### src/rtl/rxd_pkg.sv
package rxd_pkg;
  localparam logic [7:0] SYM_NEWHDR  = 8'hF1;
  localparam logic [7:0] SYM_PAYLOAD = 8'hF2;

  typedef enum logic [1:0] {
    ST_IDLE = 2'd0,
    ST_HEAD = 2'd1,
    ST_BODY = 2'd2
  } rx_state_e;
endpackage

### src/rtl/rxd_framer.sv
module rxd_framer
  import rxd_pkg::*;
(
  input  logic       clk,
  input  logic       rst_n,
  input  logic       sym_valid,
  input  logic       sym_ctrl,
  input  logic [7:0] sym_data,
  output rx_state_e  state_o,
  output logic       ev_hdr,
  output logic       ev_pay,
  output logic       ev_hbyte,
  output logic       ev_pbyte
);
  rx_state_e state_q, state_d;

  always_comb begin
    ev_hdr   = sym_valid && sym_ctrl && (sym_data == SYM_NEWHDR);
    ev_pay   = sym_valid && sym_ctrl && (sym_data == SYM_PAYLOAD) && (state_q == ST_HEAD);
    ev_hbyte = sym_valid && !sym_ctrl && (state_q == ST_HEAD);
    ev_pbyte = sym_valid && !sym_ctrl && (state_q == ST_BODY);
    state_d  = state_q;
    if (ev_hdr)      state_d = ST_HEAD;
    else if (ev_pay) state_d = ST_BODY;
  end

  always_ff @(posedge clk or negedge rst_n) begin
    if (!rst_n) state_q <= ST_IDLE;
    else        state_q <= state_d;
  end

  assign state_o = state_q;


  body_entry_chk: assert property (@(posedge clk) disable iff (!rst_n)
    (state_q == ST_BODY && $past(state_q) != ST_BODY) |-> $past(ev_pay));
endmodule

### src/rtl/rxd_pay_writer.sv
module rxd_pay_writer #(
  parameter int PAW = 8
) (
  input  logic           clk,
  input  logic           rst_n,
  input  logic           ev_pay,
  input  logic           ev_pbyte,
  input  logic [7:0]     byte_i,
  output logic           pay_we,
  output logic [PAW-1:0] pay_addr,
  output logic [7:0]     pay_data,
  output logic [PAW-1:0] cur_o,
  output logic [PAW-1:0] start_o,
  output logic [15:0]    size_o
);
  logic [PAW-1:0] cur_q, cur_d, start_q, start_d, addr_q;
  logic [15:0]    size_q, size_d;
  logic [7:0]     data_q;
  logic           we_q;

  always_comb begin
    cur_d   = cur_q;
    start_d = start_q;
    size_d  = size_q;
    if (ev_pay) begin
      start_d = cur_q;
      size_d  = '0;
    end
    if (ev_pbyte) begin
      cur_d  = cur_q + 1'b1;
      size_d = size_q + 16'd1;
    end
  end

  always_ff @(posedge clk or negedge rst_n) begin
    if (!rst_n) begin
      cur_q   <= '0;
      start_q <= '0;
      size_q  <= '0;
      we_q    <= 1'b0;
      addr_q  <= '0;
      data_q  <= '0;
    end else begin
      cur_q   <= cur_d;
      start_q <= start_d;
      size_q  <= size_d;
      we_q    <= ev_pbyte;
      if (ev_pbyte) begin
        addr_q <= cur_q;
        data_q <= byte_i;
      end
    end
  end

  assign pay_we   = we_q;
  assign pay_addr = addr_q;
  assign pay_data = data_q;
  assign cur_o    = cur_q;
  assign start_o  = start_q;
  assign size_o   = size_q;


  pay_cursor_step_chk: assert property (@(posedge clk) disable iff (!rst_n)
    pay_we |-> (pay_addr == PAW'(cur_q - 1'b1)));

  pay_cursor_hold_chk: assert property (@(posedge clk) disable iff (!rst_n)
    (cur_q != $past(cur_q)) |-> pay_we);
endmodule

### src/rtl/rxd_hdr_writer.sv
module rxd_hdr_writer
  import rxd_pkg::*;
#(
  parameter int          HAW      = 10,
  parameter int          PAW      = 8,
  parameter int          MAXH     = 128,
  parameter logic [47:0] PAY_BASE = 48'h0000_4000_0000
) (
  input  logic           clk,
  input  logic           rst_n,
  input  rx_state_e      state_i,
  input  logic           ev_hdr,
  input  logic           ev_pay,
  input  logic           ev_hbyte,
  input  logic [7:0]     byte_i,
  input  logic [PAW-1:0] pay_cur,
  input  logic [PAW-1:0] pay_start,
  input  logic [15:0]    pay_size,
  output logic           hb_we,
  output logic [HAW-1:0] hb_addr,
  output logic [7:0]     hb_data,
  output logic           hl_we,
  output logic [HAW-1:0] hl_addr,
  output logic [15:0]    hl_data,
  output logic           tr_we,
  output logic [HAW-1:0] tr_addr,
  output logic [63:0]    tr_data,
  output logic           err_o,
  output logic [HAW-1:0] cursor_o
);
  localparam int CW = $clog2(MAXH + 1);

  logic [CW-1:0]  cnt_q, cnt_d;
  logic           ovf_q, ovf_d, err_q, err_d;
  logic [HAW-1:0] base_q, base_d, tro;
  logic           hb_we_q, hb_we_d, hl_we_q, hl_we_d, tr_we_q, tr_we_d;
  logic [HAW-1:0] hb_addr_q, hb_addr_d, hl_addr_q, hl_addr_d, tr_addr_q, tr_addr_d;
  logic [7:0]     hb_data_q;
  logic [15:0]    hl_data_q, hl_data_d;
  logic [63:0]    tr_data_q, tr_data_d;
  logic [47:0]    pl;
  logic [15:0]    ps;

  always_comb begin
    tro = (HAW'(cnt_q) + HAW'(9)) & ~HAW'(7);
    if (state_i == ST_BODY) begin
      pl = PAY_BASE + 48'(pay_start);
      ps = pay_size;
    end else begin
      pl = PAY_BASE + 48'(pay_cur);
      ps = '0;
    end
    cnt_d     = cnt_q;
    ovf_d     = ovf_q;
    base_d    = base_q;
    err_d     = 1'b0;
    hb_we_d   = 1'b0;
    hl_we_d   = 1'b0;
    tr_we_d   = 1'b0;
    hb_addr_d = base_q + HAW'(2) + HAW'(cnt_q);
    hl_addr_d = base_q;
    hl_data_d = 16'(cnt_q);
    tr_addr_d = base_q + tro;
    tr_data_d = {ps, pl};
    if (ev_hbyte) begin
      if (cnt_q < CW'(MAXH)) begin
        hb_we_d = 1'b1;
        cnt_d   = cnt_q + 1'b1;
      end else begin
        ovf_d = 1'b1;
        err_d = !ovf_q;
      end
    end
    if (ev_pay && !ovf_q) hl_we_d = 1'b1;
    if (ev_hdr) begin
      if (state_i != ST_IDLE && !ovf_q) begin
        tr_we_d = 1'b1;
        hl_we_d = (state_i == ST_HEAD);
        base_d  = base_q + tro + HAW'(8);
      end
      cnt_d = '0;
      ovf_d = 1'b0;
    end
  end

  always_ff @(posedge clk or negedge rst_n) begin
    if (!rst_n) begin
      cnt_q     <= '0;
      ovf_q     <= 1'b0;
      err_q     <= 1'b0;
      base_q    <= '0;
      hb_we_q   <= 1'b0;
      hl_we_q   <= 1'b0;
      tr_we_q   <= 1'b0;
      hb_addr_q <= '0;
      hb_data_q <= '0;
      hl_addr_q <= '0;
      hl_data_q <= '0;
      tr_addr_q <= '0;
      tr_data_q <= '0;
    end else begin
      cnt_q   <= cnt_d;
      ovf_q   <= ovf_d;
      err_q   <= err_d;
      base_q  <= base_d;
      hb_we_q <= hb_we_d;
      hl_we_q <= hl_we_d;
      tr_we_q <= tr_we_d;
      if (hb_we_d) begin
        hb_addr_q <= hb_addr_d;
        hb_data_q <= byte_i;
      end
      if (hl_we_d) begin
        hl_addr_q <= hl_addr_d;
        hl_data_q <= hl_data_d;
      end
      if (tr_we_d) begin
        tr_addr_q <= tr_addr_d;
        tr_data_q <= tr_data_d;
      end
    end
  end

  assign hb_we    = hb_we_q;
  assign hb_addr  = hb_addr_q;
  assign hb_data  = hb_data_q;
  assign hl_we    = hl_we_q;
  assign hl_addr  = hl_addr_q;
  assign hl_data  = hl_data_q;
  assign tr_we    = tr_we_q;
  assign tr_addr  = tr_addr_q;
  assign tr_data  = tr_data_q;
  assign err_o    = err_q;
  assign cursor_o = base_q;

  logic [HAW-1:0] hb_rel;
  assign hb_rel = hb_addr_q - base_q;


  hdr_window_chk: assert property (@(posedge clk) disable iff (!rst_n)
    hb_we |-> (hb_rel >= HAW'(2) && hb_rel <= HAW'(MAXH + 1)));

  len_on_close_chk: assert property (@(posedge clk) disable iff (!rst_n)
    hl_we |-> $past(ev_hdr || ev_pay));

  trailer_align_chk: assert property (@(posedge clk) disable iff (!rst_n)
    tr_we |-> (tr_addr[2:0] == 3'd0));

  cursor_move_chk: assert property (@(posedge clk) disable iff (!rst_n)
    (cursor_o != $past(cursor_o)) |-> tr_we);

  err_pulse_chk: assert property (@(posedge clk) disable iff (!rst_n)
    err_o |=> !err_o);
endmodule

### src/rtl/rxd_depositor.sv
module rxd_depositor
  import rxd_pkg::*;
#(
  parameter int          HAW      = 10,
  parameter int          PAW      = 8,
  parameter int          MAXH     = 128,
  parameter logic [47:0] PAY_BASE = 48'h0000_4000_0000
) (
  input  logic           clk,
  input  logic           rst_n,
  input  logic           sym_valid,
  input  logic           sym_ctrl,
  input  logic [7:0]     sym_data,
  output logic           hb_we,
  output logic [HAW-1:0] hb_addr,
  output logic [7:0]     hb_data,
  output logic           hl_we,
  output logic [HAW-1:0] hl_addr,
  output logic [15:0]    hl_data,
  output logic           tr_we,
  output logic [HAW-1:0] tr_addr,
  output logic [63:0]    tr_data,
  output logic           pay_we,
  output logic [PAW-1:0] pay_addr,
  output logic [7:0]     pay_data,
  output logic [HAW-1:0] hdr_cursor,
  output logic [PAW-1:0] pay_cursor,
  output logic           hdr_err
);
  logic [1:0] rs_q;
  logic       rst_n_s;

  always_ff @(posedge clk or negedge rst_n) begin
    if (!rst_n) rs_q <= 2'b00;
    else        rs_q <= {rs_q[0], 1'b1};
  end
  assign rst_n_s = rs_q[1];

  rx_state_e      state;
  logic           ev_hdr, ev_pay, ev_hbyte, ev_pbyte;
  logic [PAW-1:0] p_start;
  logic [15:0]    p_size;

  rxd_framer u_framer (
    .clk(clk), .rst_n(rst_n_s), .sym_valid(sym_valid), .sym_ctrl(sym_ctrl),
    .sym_data(sym_data), .state_o(state), .ev_hdr(ev_hdr), .ev_pay(ev_pay),
    .ev_hbyte(ev_hbyte), .ev_pbyte(ev_pbyte)
  );

  rxd_pay_writer #(.PAW(PAW)) u_pay (
    .clk(clk), .rst_n(rst_n_s), .ev_pay(ev_pay), .ev_pbyte(ev_pbyte),
    .byte_i(sym_data), .pay_we(pay_we), .pay_addr(pay_addr), .pay_data(pay_data),
    .cur_o(pay_cursor), .start_o(p_start), .size_o(p_size)
  );

  rxd_hdr_writer #(.HAW(HAW), .PAW(PAW), .MAXH(MAXH), .PAY_BASE(PAY_BASE)) u_hdr (
    .clk(clk), .rst_n(rst_n_s), .state_i(state), .ev_hdr(ev_hdr), .ev_pay(ev_pay),
    .ev_hbyte(ev_hbyte), .byte_i(sym_data), .pay_cur(pay_cursor),
    .pay_start(p_start), .pay_size(p_size),
    .hb_we(hb_we), .hb_addr(hb_addr), .hb_data(hb_data),
    .hl_we(hl_we), .hl_addr(hl_addr), .hl_data(hl_data),
    .tr_we(tr_we), .tr_addr(tr_addr), .tr_data(tr_data),
    .err_o(hdr_err), .cursor_o(hdr_cursor)
  );
endmodule

### config.mk
export PLATFORM = sky130hd
export DESIGN_NAME = rxd_depositor
export DESIGN_NICKNAME = d
export VERILOG_FILES = /design/src/rtl/rxd_pkg.sv /design/src/rtl/rxd_framer.sv /design/src/rtl/rxd_pay_writer.sv /design/src/rtl/rxd_hdr_writer.sv /design/src/rtl/rxd_depositor.sv
export SDC_FILE = /design/constraint.sdc
export NUM_CORES = 1
export LEC_CHECK = 0
export ABC_AREA = 1
export BUFFER_PORTS_ARGS = -buffer_cell sky130_fd_sc_hd__buf_4
export CAP_MARGIN = 20
export CORE_ASPECT_RATIO = 0.6
export CORE_MARGIN = 8
export CORE_UTILIZATION = 35
export DETAILED_ROUTE_END_ITERATION = 8
export PLACE_DENSITY_LB_ADDON = 0.25
export SLEW_MARGIN = 20
export SYNTH_ARGS = -nofsm -noshare
export SYNTH_HDL_FRONTEND = slang
export SYNTH_SLANG_ARGS = --single-unit
### constraint.sdc
create_clock -name clk -period 8.8 [get_ports clk]
set_clock_uncertainty 0.1 [all_clocks]
set_input_delay 1.76 -clock clk [delete_from_list [all_inputs] [get_ports clk]]
set_output_delay 1.76 -clock clk [all_outputs]
set_load 0.02 [all_outputs]
# After elaboration in Yosys (flattened, before gate mapping)
# Cells that the tools add are included.
# W data, S select, Z words.
word_totals:
  elab_cells: 77
  ff_bits: 186
classes:
  n_eq_ne: 5
  magnitude_cmp: 1
  n_reduce_logical: 19
  n_mux: 21
  n_addsub: 10
ops:
  columns: ["cell", "count"]
  rows:
  - ["$add A31 B8 Y32 const A", 2]
  - ["$mux W16", 3]
  - ["$mux W32", 1]
  - ["$mux W8", 3]
  - ["$add A16 B1 Y16 const B", 1]
  - ["$add A8 B1 Y8 const B", 2]
  - ["$eq A8 B8 Y1 const B", 2]
  - ["$mux W1", 12]
  - ["$add A10 B10 Y10", 1]
  - ["$add A10 B2 Y10 const B", 1]
  - ["$add A10 B4 Y10 const B", 1]
  - ["$add A10 B8 Y10", 1]
  - ["$reduce_bool A2 Y1", 5]
  - ["$add A8 B4 Y9 const B", 1]
  - ["$logic_and A1 B1 Y1", 9]
  - ["$lt A8 B8 Y1 const B", 1]
  - ["$reduce_and A2 Y1", 3]
  - ["$mux W2", 2]
  - ["$eq A2 B1 Y1 const B", 1]
  - ["$eq A2 B2 Y1 const B", 1]
  - ["$logic_not A1 Y1", 2]
  - ["$ne A2 B2 Y1 const B", 1]

# Depth between registers and ports, before layout
# Gate-level depths: netlist of the first run.
depth:
  depth_word: 7
  depth_mapped: 17
  mapped_depth_nobuf: 17

# Cells and area by module
# A second synthesis of the first run with hierarchy kept.
unflattened:
  cells_unflattened: 849
  area_unflattened_um2: 6960.4
by_module_without_submodules:
  columns: ["module", "instances", "cells_per_inst", "area_per_inst_um2", "seq_area_each_um2"]
  rows:
  - ["rxd_hdr_writer", 1, 536, 4453.0, 2127.0]
  - ["rxd_pay_writer", 1, 277, 2255.9, 1226.2]
  - ["rxd_framer", 1, 33, 197.7, 50.0]
  - ["rxd_depositor", 1, 3, 53.8, 50.0]

# Worst setup path before layout of the first run
# OpenSTA, ideal clock, no wires.
synth_path:
  kind: "input port to flip-flop"
  start: "input sym_data[1]"
  end: "register u_hdr.tr_data_q[55], in the netlist u_hdr.tr_data[55]"
  n_path_buf: 2
  path_stages: 10
  t_arrival_ns: 2.673
  path_slack_ns: 5.909
  required_time_ns: 8.582
  path_cell_list: "inv_1 nand2_1 inv_1 nand4_4 inv_2 nand2_2 buf_6 buf_6 nand2_1 nand2_1"
synth_between:
  elab_chain_cells: 3
synth_rtl:
  columns: ["item", "line", "text"]
  rows:
  - ["from (decl)", "rxd_depositor.sv:13", "input logic [7:0] sym_data,"]
  - ["$eq A8 B8 Y1", "rxd_framer.sv:18", "ev_hdr = sym_valid && sym_ctrl && (sym_data == SYM_NEWHDR);"]
  - ["$logic_and A1 B1 Y1", "rxd_framer.sv:18", null]
  - ["$mux W1", "rxd_hdr_writer.sv:75", "if (ev_hdr) begin"]
  - ["to (signal assigned)", "rxd_hdr_writer.sv:119", "tr_data_q <= tr_data_d;"]
  - ["to (decl)", "rxd_hdr_writer.sv:40", "logic [63:0] tr_data_q, tr_data_d;"]
# Every way passes these cells.
# A chain may end at the register's enable or synchronous reset.

# Worst setup path after layout of the first run
layout_path:
  start: "input sym_data[3]"
  end: "register u_hdr.hl_addr_q[6], in the netlist u_hdr.hl_addr[6]"
layout_between:
  elab_chain_cells: 7
layout_rtl:
  columns: ["item", "line", "text"]
  rows:
  - ["$eq A8 B8 Y1", "rxd_framer.sv:19", "ev_pay = sym_valid && sym_ctrl && (sym_data == SYM_PAYLOAD) && (state_q == ST_HEAD);"]
  - ["$logic_and A1 B1 Y1 (2 in series)", "rxd_framer.sv:19", null]
  - ["$logic_and A1 B1 Y1", "rxd_hdr_writer.sv:74", "if (ev_pay && !ovf_q) hl_we_d = 1'b1;"]
  - ["$mux W1", "rxd_hdr_writer.sv:74", null]
  - ["$mux W1", "rxd_hdr_writer.sv:76", "if (state_i != ST_IDLE && !ovf_q) begin"]
  - ["$mux W1 *", "rxd_hdr_writer.sv:75", null]
  - ["via u_hdr.hl_we_d", "rxd_hdr_writer.sv:36", "logic hb_we_q, hb_we_d, hl_we_q, hl_we_d, tr_we_q, tr_we_d;"]
  - ["to (signal assigned)", "rxd_hdr_writer.sv:114", "hl_addr_q <= hl_addr_d;"]
  - ["to (decl)", "rxd_hdr_writer.sv:37", "logic [HAW-1:0] hb_addr_q, hb_addr_d, hl_addr_q, hl_addr_d, tr_addr_q, tr_addr_d;"]
# Mark *: on every way through the listed nets, which the timed path passes. The rest lies on a longest branch.

==> results.toml, run 1 <==
[clock_network]
h-tree-depth = 4
clock-root-buffer = "clkbuf_16"
clkLatencyLatePin_ns = 0.42
clock-sinks = 138
cts-hold-fix-buffers = 0
clk_pin_slew_ns = 0.05
cts_tree = "yes"
numCtsBuffers = 17
cts-resized-gates = 0
clock_tree.buffer_depth = 2
post_cts_buffers = 0

[power]
clkPwrFrac_pct = 42.8
p_seq_share_pct = 42.1
switchingPower_uw = 493
pwr-share-comb_pct = 15.1
switching_share_pct = 28.4
vdd_drop_max_uv = 152
cellLeakagePower_nw = 4.43
p_int_mw = 1.24
p_per_area_nw_per_um2 = 207

[detailed_routing]
highest_layer = "met4"
drt_first_pass_iters = 5
wirelength_mm = 17.6
ant_nets = 0
vias = 5219
met1_length_mm = 9.22
drc = 0
wl_per_cell_um = 14.9
wl_met3_mm = 1.61
viasPerCell = 4.40
wl_met2_mm = 6.61
drtIter0Drc = 273

[critical_path]
crit_path_end_kind = "register"
cpPeakStageDelay_ns = 0.38
path_buf_inv = 3
r2r-start = "u_hdr.cnt_q[2]"
cp_cell_sequence = "buf_4 > nor2_2 > inv_1 > nor2_1 > nand3_2 > o21ai_2 > nand2_4 > inv_1 > nand2_1 > nand2_1"
path_max_fanout = 28
worstSetupPathType = "input pin to register"
crit_family = "simple AND/OR/NAND/NOR gates"
crit_start = "sym_data[3]"
cp.arrival_ns = 3.45
cp.required_ns = 9.06
worst_path_max_delay_cell = "nand3_2"
worstSetupStartpointType = "input pin"

[global_route]
overflow = 0
grt_first_pass_wirelength_mm = 28.9
grt_use_total_pct = 14.7
first_global_vias = 5092
antenna_found_initial = 0
grt_max_degree = 73

[floorplanning]
fp.dieH_um = 125
start_util_pct = 35.2
die_area_um2 = 24800
io_pins = 169
core_area_um2 = 19800
die_w_um = 198
core.rowCount = 40

[timing]
max-slew-margin-rel_pct = 37.2
clock.fmax_ghz = 0.313
worst_pin_slew_ns = 0.942
tns_ns = 0
rsz0062_at_grt = "false"
finalHoldViolations = 0
finalCriticalPeriod_ns = 3.19
setup_viol = 0
layout_setup_ws_ns = 5.61
period_share_pct = 36.3
slew_viol_final = 0

[logic_synthesis]
syn_area_per_cell_um2 = 8.78
synth_cell_types = 42
ys_seq_area_share_pct = 49.6
synth_seq_cells = 138
synth_area_um2 = 6960
netlist_instances = 792
ys_warn_count = 0

[cells_and_area]
drive_above_1_share_pct = 20.9
nFillCells = 2018
regArea_um2 = 3460
multi_input_area_um2 = 2830
post-route-util_pct = 42.4
syn_to_final_growth_pct = 20.5
antennaDiodeCount = 0
nets = 929

[placed_design]
hpwl_mm = 12.9
gp_congestion = 0.815
dp_slack_ns = 5.15
place.port_buffers = 112

[status]
status = "completed"

[worst_hold_path]
worstHoldStart = "rs_q[0]"
hold_path.class = "register to register"

[run]
cap_viol_max_count = 0
-- placed cells by master, fill, tap and decap left out, drive strengths merged, types with 3 or more instances in the layout --
cell and instances:
o22ai 3, dfrtp 138, or2 3, xnor2 6, buf 113, nor2 25, a21oi 19, nor3 12
xor2 15, ha 16, o21ai 96, inv 77, clkinv 5, clkbuf 24, nand2 227, conb 57
nand3 51, nand4 11, bufinv 3
-- sequential cells by signal (all words and copies together), names as in the netlist, 8 cells and up --
name            count
u_pay.start_o       8
u_pay.cur_o         8
u_pay.pay_data      8
u_hdr.hb_addr      10
u_hdr.hl_data       8
u_hdr.cnt_q         8
u_pay.size_o       16
u_pay.pay_addr      8
u_hdr.tr_data      25
u_hdr.hb_data       8
-- metal layers --
| layer | up-vias | GRT usage (%) |
|---|---|---|
| li1 | 2658 | - |
| met5 | - | 0 |
| met3 | 13 | 6.05 |
| met4 | 0 | 4.64 |
| met2 | 127 | 18.1 |
| met1 | 2421 | 22.2 |
-- through the flow --
stage / instance area (um2) / total power [mW] / cells / hold WS (ns)
after global placement: 7770 / 1.00 / 1154 / 0.232
after detailed placement: 7770 / 1.00 / 1154 / 0.236
after CTS: 8380 / 1.75 / 1185 / 0.249
after floorplan: 7160 / 0.919 / 847 / 0.231
after global routing: 8380 / 1.82 / 1185 / 0.263
final: 8380 / 1.73 / 1185 / 0.246
-- worst reg2reg max path, cell delays in order (launching register included) --
cell     delay (ns)
dfrtp_1        0.51
ha_1           0.29
nand2_1        0.09
nand2_1        0.09
nand2_1        0.11
ha_1           0.25
fa_1           0.58
ha_1           0.21
inv_1          0.05
nor2_1         0.11
nand3_1        0.10
nor2_1         0.25
nand3_1        0.11
nand3_1        0.10
nand2_1        0.05
-- power by group through the flow --
stage	Clock [mW]	Sequential, mW	Combinational [mW]
after global routing	0.785	0.737	0.296
after CTS	0.758	0.729	0.264
after global placement	0	0.739	0.262
after detailed placement	0	0.739	0.263
after floorplan	0	0.768	0.151
final	0.742	0.729	0.262
-- worst paths after layout --
kind                                     endpoint  slack [ns]  depth (start not counted)
min in group asynchronous        u_hdr.hb_data[3]        0.33                          0
worst max-delay path             u_hdr.hl_addr[6]        5.61                         10
max in group asynchronous        u_pay.size_o[15]        6.74                          1
worst min-delay path                      rs_q[1]        0.25                          0
worst min register to register            rs_q[1]        0.25                          0
worst max register to register  u_hdr.cursor_o[9]        5.69                         14
-- kinds of logic after synthesis --
logic type / share of synthesized area, %
fa+ha+maj: 3.17
compound gates: 10.3
mux: 0.144
simple gates: 21.4
other cells: 0.108
flops: 49.6
xor+xnor: 2.64
buf+inv: 12.6
-- area by class of cell --
class / instances / share of cell area (%)
clock buffer: 24 / 5.87
clock inverter: 7 / 1.36
inverter: 78 / 3.54
multi-input combinational: 552 / 33.8
sequential: 138 / 41.3
tap: 273 / 4.08
timing repair buffer: 113 / 10.1
-- cells in the mapped netlist --
| cell | count | share of area, % |
|---|---|---|
| a21oi_1 | 17 | 1.2 |
| a21oi_2 | 2 | 0.25 |
| a22o_1 | 1 | 0.13 |
| a22oi_1 | 2 | 0.22 |
| a31oi_1 | 1 | 0.090 |
| and2_1 | 1 | 0.090 |
| buf_2 | 7 | 0.50 |
| buf_4 | 58 | 6.3 |
| buf_6 | 8 | 1.3 |
| clkbuf_1 | 6 | 0.32 |
| clkinv_2 | 1 | 0.072 |
| conb_1 | 2 | 0.11 |
| dfrtp_1 | 138 | 50 |
| fa_1 | 1 | 0.29 |
| ha_1 | 16 | 2.9 |
| inv_1 | 70 | 3.8 |
| inv_2 | 6 | 0.32 |
| inv_4 | 1 | 0.090 |
| mux2i_1 | 1 | 0.14 |
| nand2_1 | 223 | 12 |
| nand2_2 | 1 | 0.090 |
| nand2_4 | 3 | 0.49 |
| nand3_1 | 49 | 3.5 |
| nand3_2 | 2 | 0.29 |
| nand3b_1 | 2 | 0.22 |
| nand4_1 | 10 | 0.90 |
| nand4_4 | 1 | 0.31 |
| nor2_1 | 20 | 1.1 |
| nor2_2 | 1 | 0.090 |
| nor2_4 | 4 | 0.65 |
| nor3_1 | 9 | 0.65 |
| nor3_2 | 2 | 0.29 |
| nor3_4 | 1 | 0.23 |
| nor4_2 | 1 | 0.18 |
| o21a_1 | 1 | 0.11 |
| o21ai_0 | 71 | 5.1 |
| o21ai_1 | 5 | 0.36 |
| o21ai_2 | 20 | 2.5 |
| o22ai_1 | 3 | 0.27 |
| or2_2 | 3 | 0.27 |
| xnor2_1 | 6 | 0.76 |
| xor2_1 | 15 | 1.9 |
No activity file was read; power rests on OpenSTA's default activity.
==> run 2, diff against run 1 <==
Clock period 8.8 ns to 3.15 ns, I/O delays scaled along.
==> results.toml, run 2 (synthesized netlist as in run 1, its figures left out) <==
[placed_design]
hpwl_mm = 13.7
gp_congestion = 0.870
dp_slack_ns = 0.290
place.port_buffers = 112

[detailed_routing]
drc = 0
viasPerCell = 4.47
ant_nets = 0
drtIter0Drc = 225
wirelength_mm = 18.3
vias = 5331
wl_per_cell_um = 15.3
drt_first_pass_iters = 7

[floorplanning]
fp.dieH_um = 125
core_area_um2 = 19800
die_w_um = 198
die_area_um2 = 24800
core.rowCount = 40
io_pins = 169
start_util_pct = 35.2

[cells_and_area]
multi_input_area_um2 = 2830
layout_commonest_cell = "nand2_1"
syn_to_final_growth_pct = 21.6
regArea_um2 = 3460
final_cell_mix = "223 x nand2_1, 137 x dfrtp_1, 119 x buf_4"
nFillCells = 2032
drive_above_1_share_pct = 21.7
nets = 937
largest_register_ffs = 25
antennaDiodeCount = 0

[timing]
rsz0062_at_grt = "false"
setup_viol = 0
finalHoldViolations = 0
worst_pin_slew_ns = 0.716
layout_setup_ws_ns = 0.283
period_share_pct = 91.0
finalCriticalPeriod_ns = 2.87
clock.fmax_ghz = 0.349
tns_ns = 0
slew_viol_final = 0
max-slew-margin-rel_pct = 52.2

[clock_network]
numCtsBuffers = 17
clkLatencyLatePin_ns = 0.42
clk_pin_slew_ns = 0.06
clock-sinks = 138
cts_tree = "yes"
h-tree-depth = 4
post_cts_buffers = 0
clock_tree.buffer_depth = 2
clock-root-buffer = "clkbuf_16"

[critical_path]
crit_path_end_kind = "register"
cpPeakStageDelay_ns = 0.54
worstSetupStartpointType = "register"
cp.required_ns = 3.32
cp_cell_sequence = "ha_1 > nand2_1 > inv_1 > nand2_1 > nand2_1 > ha_1 > fa_1 > ha_1 > inv_1 > nor2_1 > nand3_1 > nor2_1 > nor2_1 > nand2_1 > o21ai_0"
worst_path_max_delay_cell = "fa_1"
path_common_cell = "nand2_1"
path_max_fanout = 7
worstSetupPathType = "register to register"
cp.arrival_ns = 3.04

[power]
switching_share_pct = 28.2
cellLeakagePower_nw = 4.48
pwr-share-comb_pct = 15.3
switchingPower_mw = 1.37
p_int_mw = 3.49
vdd_drop_max_uv = 438
p_seq_share_pct = 41.7
clkPwrFrac_pct = 43.0
total_power_mw = 4.86
p_per_area_nw_per_um2 = 575

[status]
status = "completed"

[global_route]
grt_first_pass_wirelength_mm = 29.5
first_global_vias = 5207
grt_use_total_pct = 15.1
antenna_found_initial = 0
grt_max_degree = 47
overflow = 0

[worst_hold_path]
hold_path.class = "register to register"

[run]
cap_viol_max_count = 0
-- run 2: changes by cell type in the layout (fill, tap and decap cells not counted), sizes merged --
cell and change:
clkbuf -1, dlygate4sd3 +1, buf +7
-- run 2: worst max-delay path, delay by kind of cell (launching register included) --
| family | cells | cell delay (ns) |
|---|---|---|
| adders and majority gates | 4 | 1.23 |
| AOI/OAI and AO/OA | 1 | 0.07 |
| and+or+nand+nor | 8 | 0.76 |
| DFF | 1 | 0.45 |
| buffers and inverters | 2 | 0.11 |
-- run 2: routing by layer --
metal | wire [um] | vias up | track usage [%] | share of wire [%]
met5 | 0 | - | 0 | 0
met4 | 150 | 0 | 3.94 | 0.82
met3 | 1690 | 14 | 6.83 | 9.2
met2 | 6780 | 140 | 18.7 | 37
met1 | 9670 | 2505 | 22.6 | 53
li1 | - | 2672 | - | -
-- run 2: worst paths after layout --
check | cells past startpoint | end | slack [ns] | from
max in group asynchronous | 1 | u_hdr.cnt_q[4] | 1.98 | rs_q[1]
max | 15 | u_hdr.cursor_o[7] | 0.28 | u_hdr.cnt_q[2]
max reg2reg | 15 | u_hdr.cursor_o[7] | 0.28 | u_hdr.cnt_q[2]
min | 0 | rs_q[1] | 0.25 | rs_q[0]
min in group asynchronous | 0 | u_hdr.hb_data[2] | 0.26 | rs_q[1]
min reg2reg | 0 | rs_q[1] | 0.25 | rs_q[0]
-- run 2: stage by stage --
stage / hold WS [ns] / cell area [um2] / instances / utilization, %
3_3_place_gp: 0.232 / 7840 / 1161 / 39.6
5_1_grt: 0.252 / 8460 / 1192 / 42.8
4_1_cts: 0.251 / 8460 / 1192 / 42.8
2_1_floorplan: 0.231 / 7160 / 847 / -
3_5_place_dp: 0.238 / 7840 / 1161 / 39.6
6_report: 0.248 / 8460 / 1192 / 42.8
-- run 2: cell type report --
type,instances,share of cell area [%]
sequential,138,40.9
multi-input combinational,552,33.4
timing repair buffer,121,10.9
clock buffer,23,5.89
tap,273,4.04
inverter,78,3.51
clock inverter,7,1.35
-- run 2: timing repair --
action | 4_1_cts | 5_1_grt
setup endpoints to repair | 0 | 0
resized for setup | 0 | 0
hold buffers | 1 | 0
hold endpoints to repair | 2 | 0
-- run 2: power by group through the flow --
stage | Sequential (mW) | Clock [mW] | Combinational (mW)
2_1_floorplan | 2.14 | 0 | 0.422
3_3_place_gp | 2.06 | 0 | 0.733
3_5_place_dp | 2.05 | 0 | 0.746
4_1_cts | 2.03 | 2.14 | 0.751
5_1_grt | 2.05 | 2.21 | 0.832
6_report | 2.03 | 2.09 | 0.743
